File: src/rtl/line_strobe_gen.sv
module line_strobe_gen #(
  parameter int CW        = 8,
  parameter int A_MOD_AT  = 6,   parameter int A_MOD_LEN = 2,
  parameter int A_CLP_AT  = 77,  parameter int A_CLP_LEN = 36,
  parameter int A_DLR_AT  = 82,  parameter int A_DLR_LEN = 36,
  parameter int A_SW_MIN  = 40,  parameter int A_SW_MAX  = 76,
  parameter int B_MOD_AT  = 5,   parameter int B_MOD_LEN = 2,
  parameter int B_CLP_AT  = 99,  parameter int B_CLP_LEN = 41,
  parameter int B_DLR_AT  = 103, parameter int B_DLR_LEN = 41,
  parameter int B_SW_MIN  = 59,  parameter int B_SW_MAX  = 96
) (
  input  logic clk,
  input  logic rst_n,
  input  logic sync_n,
  input  logic std_a,
  output logic mod_restore,
  output logic in_clamp,
  output logic dl_reset,
  output logic burst_gate,
  output logic burst_ok
);
  localparam logic [CW-1:0] CMAX = {CW{1'b1}};

  logic s1, s2, s3;
  logic [CW-1:0] cnt, meas, cnt_nx, meas_nx;
  logic active, armed, std_q, std_nx, ok_nx, width_good;

  wire fall = s3 & ~s2;
  wire rise = ~s3 & s2;

  function automatic logic inwin(logic [CW-1:0] c, int at, int len);
    return (c >= CW'(at)) && (c < CW'(at + len));
  endfunction

  assign std_nx  = fall ? std_a : std_q;
  assign cnt_nx  = fall ? '0 : (cnt == CMAX ? cnt : cnt + 1'b1);
  assign meas_nx = fall ? CW'(1) : ((!s2 && meas != CMAX) ? meas + 1'b1 : meas);

  assign width_good = std_q ? (meas >= CW'(A_SW_MIN) && meas <= CW'(A_SW_MAX))
                            : (meas >= CW'(B_SW_MIN) && meas <= CW'(B_SW_MAX));
  assign ok_nx = fall ? 1'b0 : ((rise && armed) ? width_good : burst_ok);

  wire act_nx = active | fall;
  wire mod_nx = act_nx && (std_nx ? inwin(cnt_nx, A_MOD_AT, A_MOD_LEN) : inwin(cnt_nx, B_MOD_AT, B_MOD_LEN));
  wire clp_nx = act_nx && (std_nx ? inwin(cnt_nx, A_CLP_AT, A_CLP_LEN) : inwin(cnt_nx, B_CLP_AT, B_CLP_LEN));
  wire dlr_nx = act_nx && (std_nx ? inwin(cnt_nx, A_DLR_AT, A_DLR_LEN) : inwin(cnt_nx, B_DLR_AT, B_DLR_LEN));

  always_ff @(posedge clk or negedge rst_n) begin
    if (!rst_n) begin
      {s1, s2, s3} <= 3'b111;
      cnt <= '0;  meas <= '0;
      active <= 1'b0;  armed <= 1'b0;  std_q <= 1'b0;
      mod_restore <= 1'b0;  in_clamp <= 1'b0;  dl_reset <= 1'b0;
      burst_gate <= 1'b0;  burst_ok <= 1'b0;
    end else begin
      s1 <= sync_n;  s2 <= s1;  s3 <= s2;
      cnt <= cnt_nx;  meas <= meas_nx;
      active <= act_nx;  std_q <= std_nx;
      armed <= fall ? 1'b1 : (rise ? 1'b0 : armed);
      mod_restore <= mod_nx;
      in_clamp <= clp_nx;
      dl_reset <= dlr_nx;
      burst_ok <= ok_nx;
      burst_gate <= dlr_nx && ok_nx;
    end
  end

  a_r1_silent_before_sync: assert property (@(posedge clk) disable iff (!rst_n)
    !active |-> !(mod_restore || in_clamp || dl_reset || burst_gate || burst_ok));

  a_r3_mod_rise_at_start: assert property (@(posedge clk) disable iff (!rst_n)
    $rose(mod_restore) |-> cnt == (std_q ? CW'(A_MOD_AT) : CW'(B_MOD_AT)));

  a_r4_clamp_end_position: assert property (@(posedge clk) disable iff (!rst_n)
    ($fell(in_clamp) && cnt != '0) |->
      cnt == (std_q ? CW'(A_CLP_AT + A_CLP_LEN) : CW'(B_CLP_AT + B_CLP_LEN)));

  a_r6_ok_only_in_window: assert property (@(posedge clk) disable iff (!rst_n)
    $rose(burst_ok) |-> (std_q ? (meas >= CW'(A_SW_MIN) && meas <= CW'(A_SW_MAX))
                               : (meas >= CW'(B_SW_MIN) && meas <= CW'(B_SW_MAX))));

  a_r7_gate_needs_both: assert property (@(posedge clk) disable iff (!rst_n)
    burst_gate |-> (dl_reset && burst_ok));
endmodule

File: config.mk
export PLATFORM = sky130hd
export DESIGN_NAME = line_strobe_gen
export DESIGN_NICKNAME = d
export VERILOG_FILES = /design/src/rtl/line_strobe_gen.sv
export SDC_FILE = /design/constraint.sdc
export NUM_CORES = 1
export LEC_CHECK = 0
export BUFFER_PORTS_ARGS = -buffer_cell sky130_fd_sc_hd__buf_2
export CORE_ASPECT_RATIO = 0.6
export CORE_MARGIN = 4
export CORE_UTILIZATION = 50
export CTS_BUF_LIST = sky130_fd_sc_hd__clkbuf_2
export CTS_CLUSTER_DIAMETER = 120
export DETAILED_ROUTE_END_ITERATION = 8
export MAX_ROUTING_LAYER = met4
export PLACE_DENSITY = 0.64
export SYNTH_ARGS = -nofsm -noshare
export SYNTH_HDL_FRONTEND = slang
export SYNTH_SLANG_ARGS = --single-unit
File: constraint.sdc
create_clock -name clk -period 3.1 [get_ports clk]
set_input_delay 0.62 -clock clk [delete_from_list [all_inputs] [get_ports clk]]
set_output_delay 0.62 -clock clk [all_outputs]
set_load 0.01 [all_outputs]
==> results of run 1 <==
cell type report:
class	instances	area, sq um	share of cell area, %
repair buffers	9	47.55	2.687
clock inverters	1	7.507	0.4243
well taps	45	56.30	3.182
clock buffers	3	15.01	0.8487
multi-input cells	139	933.4	52.76
inverters	8	30.03	1.697
flip-flops and latches	27	679.4	38.40
worst min path at each step:
| stage | startpoint | end | slack (ps) | depth (start not counted) |
|---|---|---|---|---|
| global placement | s1$_DFF_PN1_ | s2$_DFF_PN1_ | 350 | 0 |
| finish | rst_n | meas[5]$_DFFE_PN0P_ | 180 | 1 |
| CTS | rst_n | meas[7]$_DFFE_PN0P_ | 210 | 1 |
| detailed placement | s1$_DFF_PN1_ | s2$_DFF_PN1_ | 350 | 0 |
| global route | rst_n | meas[5]$_DFFE_PN0P_ | 190 | 1 |
| floorplan | rst_n | active$_DFF_PN0_ | 320 | 0 |
flip-flops by register name, summed over array words and instances, names as in the netlist:
register	count
armed	1
mod_restore	1
active	1
in_clamp	1
s3	1
s2	1
std_q	1
cnt	8
dl_reset	1
s1	1
meas	8
burst_gate	1
burst_ok	1
power breakdown:
group / switching, mW / total, mW / internal, mW
clock network: 0.112 / 0.141 / 0.0299
registers: 0.0910 / 0.487 / 0.396
logic: 0.172 / 0.297 / 0.125
total: 0.375 / 0.926 / 0.551
cells in the final DEF (no fill, tap or decap), types with 2 or more instances in the layout:
master,synthesis,final
sky130_fd_sc_hd__dfrtp_1,24,24
sky130_fd_sc_hd__nor2_1,17,17
sky130_fd_sc_hd__nand2_1,14,14
sky130_fd_sc_hd__nand4_1,10,10
sky130_fd_sc_hd__a21oi_1,9,9
sky130_fd_sc_hd__inv_1,8,8
sky130_fd_sc_hd__buf_2,2,8
sky130_fd_sc_hd__xor2_1,7,7
sky130_fd_sc_hd__and3_1,7,7
sky130_fd_sc_hd__o21ai_0,7,7
sky130_fd_sc_hd__nand3_1,6,6
sky130_fd_sc_hd__nand2b_1,5,5
sky130_fd_sc_hd__ha_1,5,5
sky130_fd_sc_hd__a31oi_1,4,4
sky130_fd_sc_hd__and2_1,3,3
sky130_fd_sc_hd__a21o_1,3,3
sky130_fd_sc_hd__o21ai_1,3,3
sky130_fd_sc_hd__nor3_1,3,3
sky130_fd_sc_hd__o21a_1,3,3
sky130_fd_sc_hd__nor2b_1,3,3
sky130_fd_sc_hd__o2111ai_1,3,3
sky130_fd_sc_hd__clkbuf_2,0,3
sky130_fd_sc_hd__dfstp_2,3,3
sky130_fd_sc_hd__and4_1,2,2
sky130_fd_sc_hd__xnor2_1,2,2
sky130_fd_sc_hd__nor4_1,2,2
sky130_fd_sc_hd__or4_1,2,2
cells by family after synthesis:
group	count (synthesis)	share of synthesized area [%]
XOR/XNOR	9	4.633
adder cells (fa/ha/maj)	6	4.265
flip-flops	27	39.93
AND/OR/NAND/NOR	79	25.22
buffers and inverters	16	5.220
AO/OA/AOI/OAI	45	20.73
metrics by stage:
step / setup slack, ps / power [mW]
global route: 318.8 / 0.9923
floorplan: 1054 / 0.7118
finish: 539.2 / 0.9259
global placement: 704.8 / 0.7734
CTS: 595.6 / 0.9205
detailed placement: 654.9 / 0.7840
per-layer routing:
layer / GRT usage [%] / routed length, microns
met1: 29.39 / 1909
met3: 5.599 / 359
met4: 3.261 / 10
met5: - / 0
met2: 26.86 / 1616
==> results.txt, run 1 <==
The run finished with clean final reports. The count of cells in the finished layout, fillers not included, comes to 232. The most common flop cell mapped by yosys is sky130_fd_sc_hd__dfrtp_1.

The register-to-register setup slack is 540 ps. The required time of the critical path is 3420 ps. The sequential-to-total area share from yosys stat is 39.93%.

In this design, the stage delay of the slowest critical-path cell is 570 ps. The number of warnings printed during yosys synthesis is 0. Setup repair after global routing left no endpoint under its margin. The clock tree root buffer cell is sky130_fd_sc_hd__clkbuf_2. The number of max-cap violations is 0. The post-detailed-placement half-perimeter wirelength is 2956 microns. The share of the core filled with cells in the final layout is 54.22%. The net count reported at finish is 197. Once placement completed, the tool counted placed cells totaling 228.

In this run the worst setup path begins at cnt[0]$_DFF_PN0_. The critical path class is flip-flop to flip-flop. After filler insertion, the fill cell instance count of the layout stands at 299. The placeable core area is 3263 sq um. After global routing the overflow that remains totals 0. The shortest clock period the worst path allows after layout came out at 2561 ps.

At the worst endpoint, the arrival time is 2880 ps. The worst reg2reg path endpoint is burst_gate$_DFF_PN0_. In the post-synthesis netlist, the biggest area contributors are sky130_fd_sc_hd__dfrtp_1 35%, sky130_fd_sc_hd__dfstp_2 4.6%, sky130_fd_sc_hd__nor2_1 3.8%, sky130_fd_sc_hd__ha_1 3.7%, sky130_fd_sc_hd__nand4_1 3.7%. The worst path uses 82.61% of the clock period. The launching element type of the critical path is a flip-flop. The total stage count of the critical path is 7. The net count of the mapped netlist is 191. The repair_antennas step left the layout with diodes totalling 0.

Among all stages on the critical path, the largest delay is contributed by sky130_fd_sc_hd__dfrtp_1. The initial antenna violation count came out at 0. The routed wirelength normalized by instance count came out at 16.80 microns.

The area overhead of the layout relative to synthesis came out at 3.971%. The commonest cells after synthesis are 24 x sky130_fd_sc_hd__dfrtp_1, 17 x sky130_fd_sc_hd__nor2_1, 14 x sky130_fd_sc_hd__nand2_1, 10 x sky130_fd_sc_hd__nand4_1, 9 x sky130_fd_sc_hd__a21oi_1. The final count of hold timing violations came out at 0. The placed standard-cell area is 1747 sq um. The detail-routed via count per cell came out at 6.073.

The routed design has 3897 microns of wire. The clock arrives with 20.13 ps of skew. Based on the critical path, the design can be clocked at up to 390.5 MHz. For this run, design rule violations remaining after detail routing come to 0. The number of buffers and inverters on the critical path is 0.

The DRC marker count from the first detailed-route iteration is 203. In this design, the largest share of critical-path delay is due to compound AO/OA/AOI/OAI gates. The share of async-settable or async-resettable flops after synthesis is 100.0%.

The cell repeated most along the worst path is sky130_fd_sc_hd__a31oi_1. The largest fanout on the critical path is 13. Traced cell by cell, the critical path runs through ha_1 > a31oi_1 > a211oi_2 > nand3_1 > a31oi_1 > o211ai_2 > and2_1. The later-pin clock latency in the skew report came out at 380 ps.

TritonCTS built the clock tree. The worst hold slack across all endpoints came out at 178.9 ps. In this run the number of H-tree levels came out at 1.

The static leakage came out at 0.7697 nW. The via count of the first global-routing pass is 1,312. The ratio of cells with drive above 1 in the final layout came out at 13.90%.

The share of the synthesized area in the top cell type came out at 35.29%. Once the floorplan was initialized, standard cells occupied 52.15% of the core. The largest area contributor in the synthesized netlist is sky130_fd_sc_hd__dfrtp_1. The die covers 4432 sq um.

After floorplanning, the core was divided into 16 placement rows. The via count came out at 1,409. The maximum root-to-sink buffer count is 2. The post-synthesis instance total is 182. The clock transition at the registers of the reported paths came out at 280 ps. The number of hold buffers added after CTS came out at 0.

The startpoint identified for the worst register-to-register timing path is cnt[0]$_DFF_PN0_. The remaining antenna violation count came out at 0. For the pin with the worst max-slew slack, the measured transition is 573.9 ps. The tightest min-delay check is of the input pin to async pin type. The worst setup path is captured at a flip-flop.

The final-layout setup total negative slack is 0 ps. The final number of max-transition violations is 0. The global-route usage over all layers is 19.79%.

The number of flops mapped to enable cells by yosys is 0. The vertical die dimension is 53.19 microns. A synthesized cell averages 9.350 sq um. The number of distinct standard cells referenced by the synthesized netlist is 48. The final RePlAce weighted congestion came out at 0.9375. The post-CTS resize count came out at 0. The finished cells cover 1769 sq um. The peak supply drop came out at 278.1 uV. The setup-violating endpoint count in the final report is 0. The leading cell type by number of instances after synthesis is sky130_fd_sc_hd__dfrtp_1.

The count of buffers added on input and output ports is 8. The number of clock sinks seen by CTS came out at 27. The power density normalized to cell area came out at 523.3 nW/um^2. The worst relative slew slack came out at 61.74%.

The critical path ends at burst_gate$_DFF_PN0_. The cell area after technology mapping is 1702 sq um. The length in cells of the worst reg-to-reg path is 7. The number of synthesized register bits came out at 27.

Entering global routing, the biggest net connects 28 pins. Buffers inserted during clock tree synthesis total 3. For this run, the detailed router's first-pass iteration total came to 4. The first global-routing pass estimated 6665 microns of wire. Measured along the x axis, the die boundary spans 83.32 microns. The post-CTS setup buffer count is 0.

The count of pins on the block boundary came out at 9.
Power figures use the tool's default switching activity.
==> run 2, diff against run 1 <==
clock period = 2.4 ns   (was 3.1 ns; I/O delays follow)
==> results.txt, run 2 (synthesized netlist as in run 1, its figures left out) <==
The flow ran to the end, and the final reports show no timing, DRC or antenna violations. The required time of the critical path came out at 2680 ps (-740 ps). The post-route DRC violation count came to 0 (unchanged). The shortest clock period the worst path allows after layout is 2214 ps (-346.5 ps). The path class of the tightest hold or removal check is input pin to async pin. The later-pin clock latency in the skew report is 360 ps (-20 ps). The peak supply drop is 529.9 uV (+91%). The worst setup path is of the flip-flop to flip-flop kind. The global-route usage over all layers was 20.08% (+0.29 points).

The largest fanout on the critical path is 9 (-4). The count of pins on the block boundary is 9 (unchanged). The via count of the first global-routing pass is 1,311 (-0.076%).

The final RePlAce weighted congestion is 0.9367 (about the same). The data arrival time of the critical path is 2500 ps (-380 ps). The final-layout setup total negative slack is 0 ps (unchanged).

The vertical die dimension was 53.19 microns (unchanged). The most common cell after layout, fill and taps aside is sky130_fd_sc_hd__dfrtp_1. The CTS tree is built. The worst relative slew slack is 61.13% (-0.61 points).

The remaining antenna violation count was 0 (unchanged). The maximum number of pins on one net before global-route repair is 28 (unchanged). The worst setup path is captured at a flip-flop. The measured slew at the worst slew-check pin is 583.0 ps (+9.115 ps). Traced cell by cell, the critical path runs through ha_1 > buf_4 > nand2_2 > or4_1 > o221ai_2 > nand2_1 > o22a_1 > o31ai_2. The final count of hold timing violations came out at 0 (unchanged).

The number of inserted diodes is 0 (unchanged). The static leakage came out at 0.8077 nW (+4.9%). The clock tree skew after final layout is 10.90 ps (-9.235 ps). For this design, the slowest cell found on the critical path is sky130_fd_sc_hd__or4_1. The DRC marker count from the first detailed-route iteration came out at 204 (+0.49%). In the layout the commonest cells are 22 x sky130_fd_sc_hd__dfrtp_1, 17 x sky130_fd_sc_hd__nor2_1, 14 x sky130_fd_sc_hd__nand2_1, 10 x sky130_fd_sc_hd__nand4_1, 9 x sky130_fd_sc_hd__a21oi_1.

The number of placement rows is 16 (unchanged). The net count reported at finish is 204 (+3.6%). The via count came out at 1,412 (+0.21%). The number of clock sinks seen by CTS is 27 (unchanged). The total wire length is 3851 microns (-1.2%). The total clock buffers created by CTS is 3 (unchanged). The initial antenna violation count came out at 0 (unchanged).

The power density normalized to cell area came to 652.2 nW/um^2 (+25%). The post-detailed-placement half-perimeter wirelength came out at 2993 microns (+1.3%). The area growth from synthesis to layout is 7.059%. The number of buffers and inverters on the critical path came out at 1 (+1). Setup repair after global routing left no endpoint under its margin. The final number of max-transition violations came out at 0 (unchanged). The number of port buffers is 8 (unchanged). The depth of the CTS H-tree came out at 1 (unchanged). The maximum root-to-sink buffer count is 2 (unchanged). The delay of the slowest cell on the worst path came out at 490 ps (-80 ps). The overall die area came out at 4432 sq um (unchanged). The ratio of cells with drive above 1 in the final layout came to 18.04% (+4.1 points).

The initial standard-cell utilization of the core came out at 52.15% (unchanged). The global-route wire length before repair came out at 6713 microns (+0.72%). The routed wirelength normalized by instance count came out at 16.11 microns (-4.1%). The detail-routed via count per cell is 5.908 (-2.7%). The clock transition at the registers of the reported paths is 240 ps (-40 ps). The period utilization is 92.26% (+9.7 points).

The detailed-router iteration count before antenna repair came out at 4 (unchanged). The worst setup path is launched from a flip-flop. The post-CTS setup buffer count came out at 0 (unchanged). The setup-violating endpoint count in the final report was 0 (unchanged). In the final layout, the registers with the most flip-flops are cnt: 8 flops, meas: 8 flops. The placeable core area came out at 3263 sq um (unchanged). The worst hold slack across all endpoints is 75.08 ps (-103.8 ps). The overall overflow remaining after global route came out at 0 (unchanged). Broken down by cell family, the worst path's largest delay share belongs to simple AND/OR/NAND/NOR gates. The number of max-cap violations came out at 0 (unchanged). The maximum clock frequency was 451.6 MHz (+16%).

The width of the die was 83.32 microns (unchanged). The clock tree root buffer cell is sky130_fd_sc_hd__clkbuf_2.
==> run 2: cell count changes in the layout (fill, tap and decap cells not counted), sizes merged <==
cell,before,now
clkinvlp,1,0
clkinv,0,1
buf,9,16
==> run 2: power breakdown <==
part	switching [mW]	internal [mW]	total (mW)	leakage, nW
combinational	0.228	0.172	0.400	0.445
clock	0.131	0.0378	0.168	0.0164
sequential	0.105	0.515	0.620	0.346
total	0.464	0.724	1.19	0.808
==> run 2: stage by stage <==
step	total power [mW]	worst slack [ps]	util [%]	instance area [sq um]	std cells
2_1_floorplan	0.9194	354.4	-	1702	182
3_3_place_gp	1.020	193.8	55.14	1799	235
3_5_place_dp	1.016	174.5	55.14	1799	235
4_1_cts	1.184	118.7	55.75	1819	239
5_1_grt	1.271	32.27	55.83	1822	239
6_report	1.188	185.7	55.83	1822	239
==> run 2: worst paths after layout <==
path                                   from                   to  slack [ps]  cells after the start
hold reg to reg                s1$_DFF_PN1_         s2$_DFF_PN1_         380                      0
min in group clk                     sync_n         s1$_DFF_PN1_         180                      1
hold / removal                        rst_n  meas[5]$_DFFE_PN0P_          80                      1
setup / recovery           cnt[1]$_DFF_PN0_   in_clamp$_DFF_PN0_         190                      8
max in group asynchronous             rst_n     cnt[1]$_DFF_PN0_        1920                      1
setup reg to reg           cnt[1]$_DFF_PN0_   in_clamp$_DFF_PN0_         190                      8
==> run 2: cell type report <==
cell class              instances  area [sq um]
fillers                       297          1441
multi-input cells             139         933.4
flip-flops and latches         27         681.9
repair buffers                 16         100.1
well taps                      45         56.30
inverters                       8         30.03
clock buffers                   3         15.01
clock inverters                 1         5.005
==> run 2: repair_timing <==
item,4_1_cts,5_1_grt
resized for setup,0,2
hold buffers,0,0
setup endpoints to repair,0,3
==> run 2: routing by layer <==
metal | up-vias | routed length (microns) | track usage (%)
met5 | - | 0 | -
met4 | 0 | 11 | 0.8152
met3 | 2 | 287 | 4.199
met2 | 42 | 1424 | 26.86
met1 | 683 | 2128 | 31.91
li1 | 685 | - | -
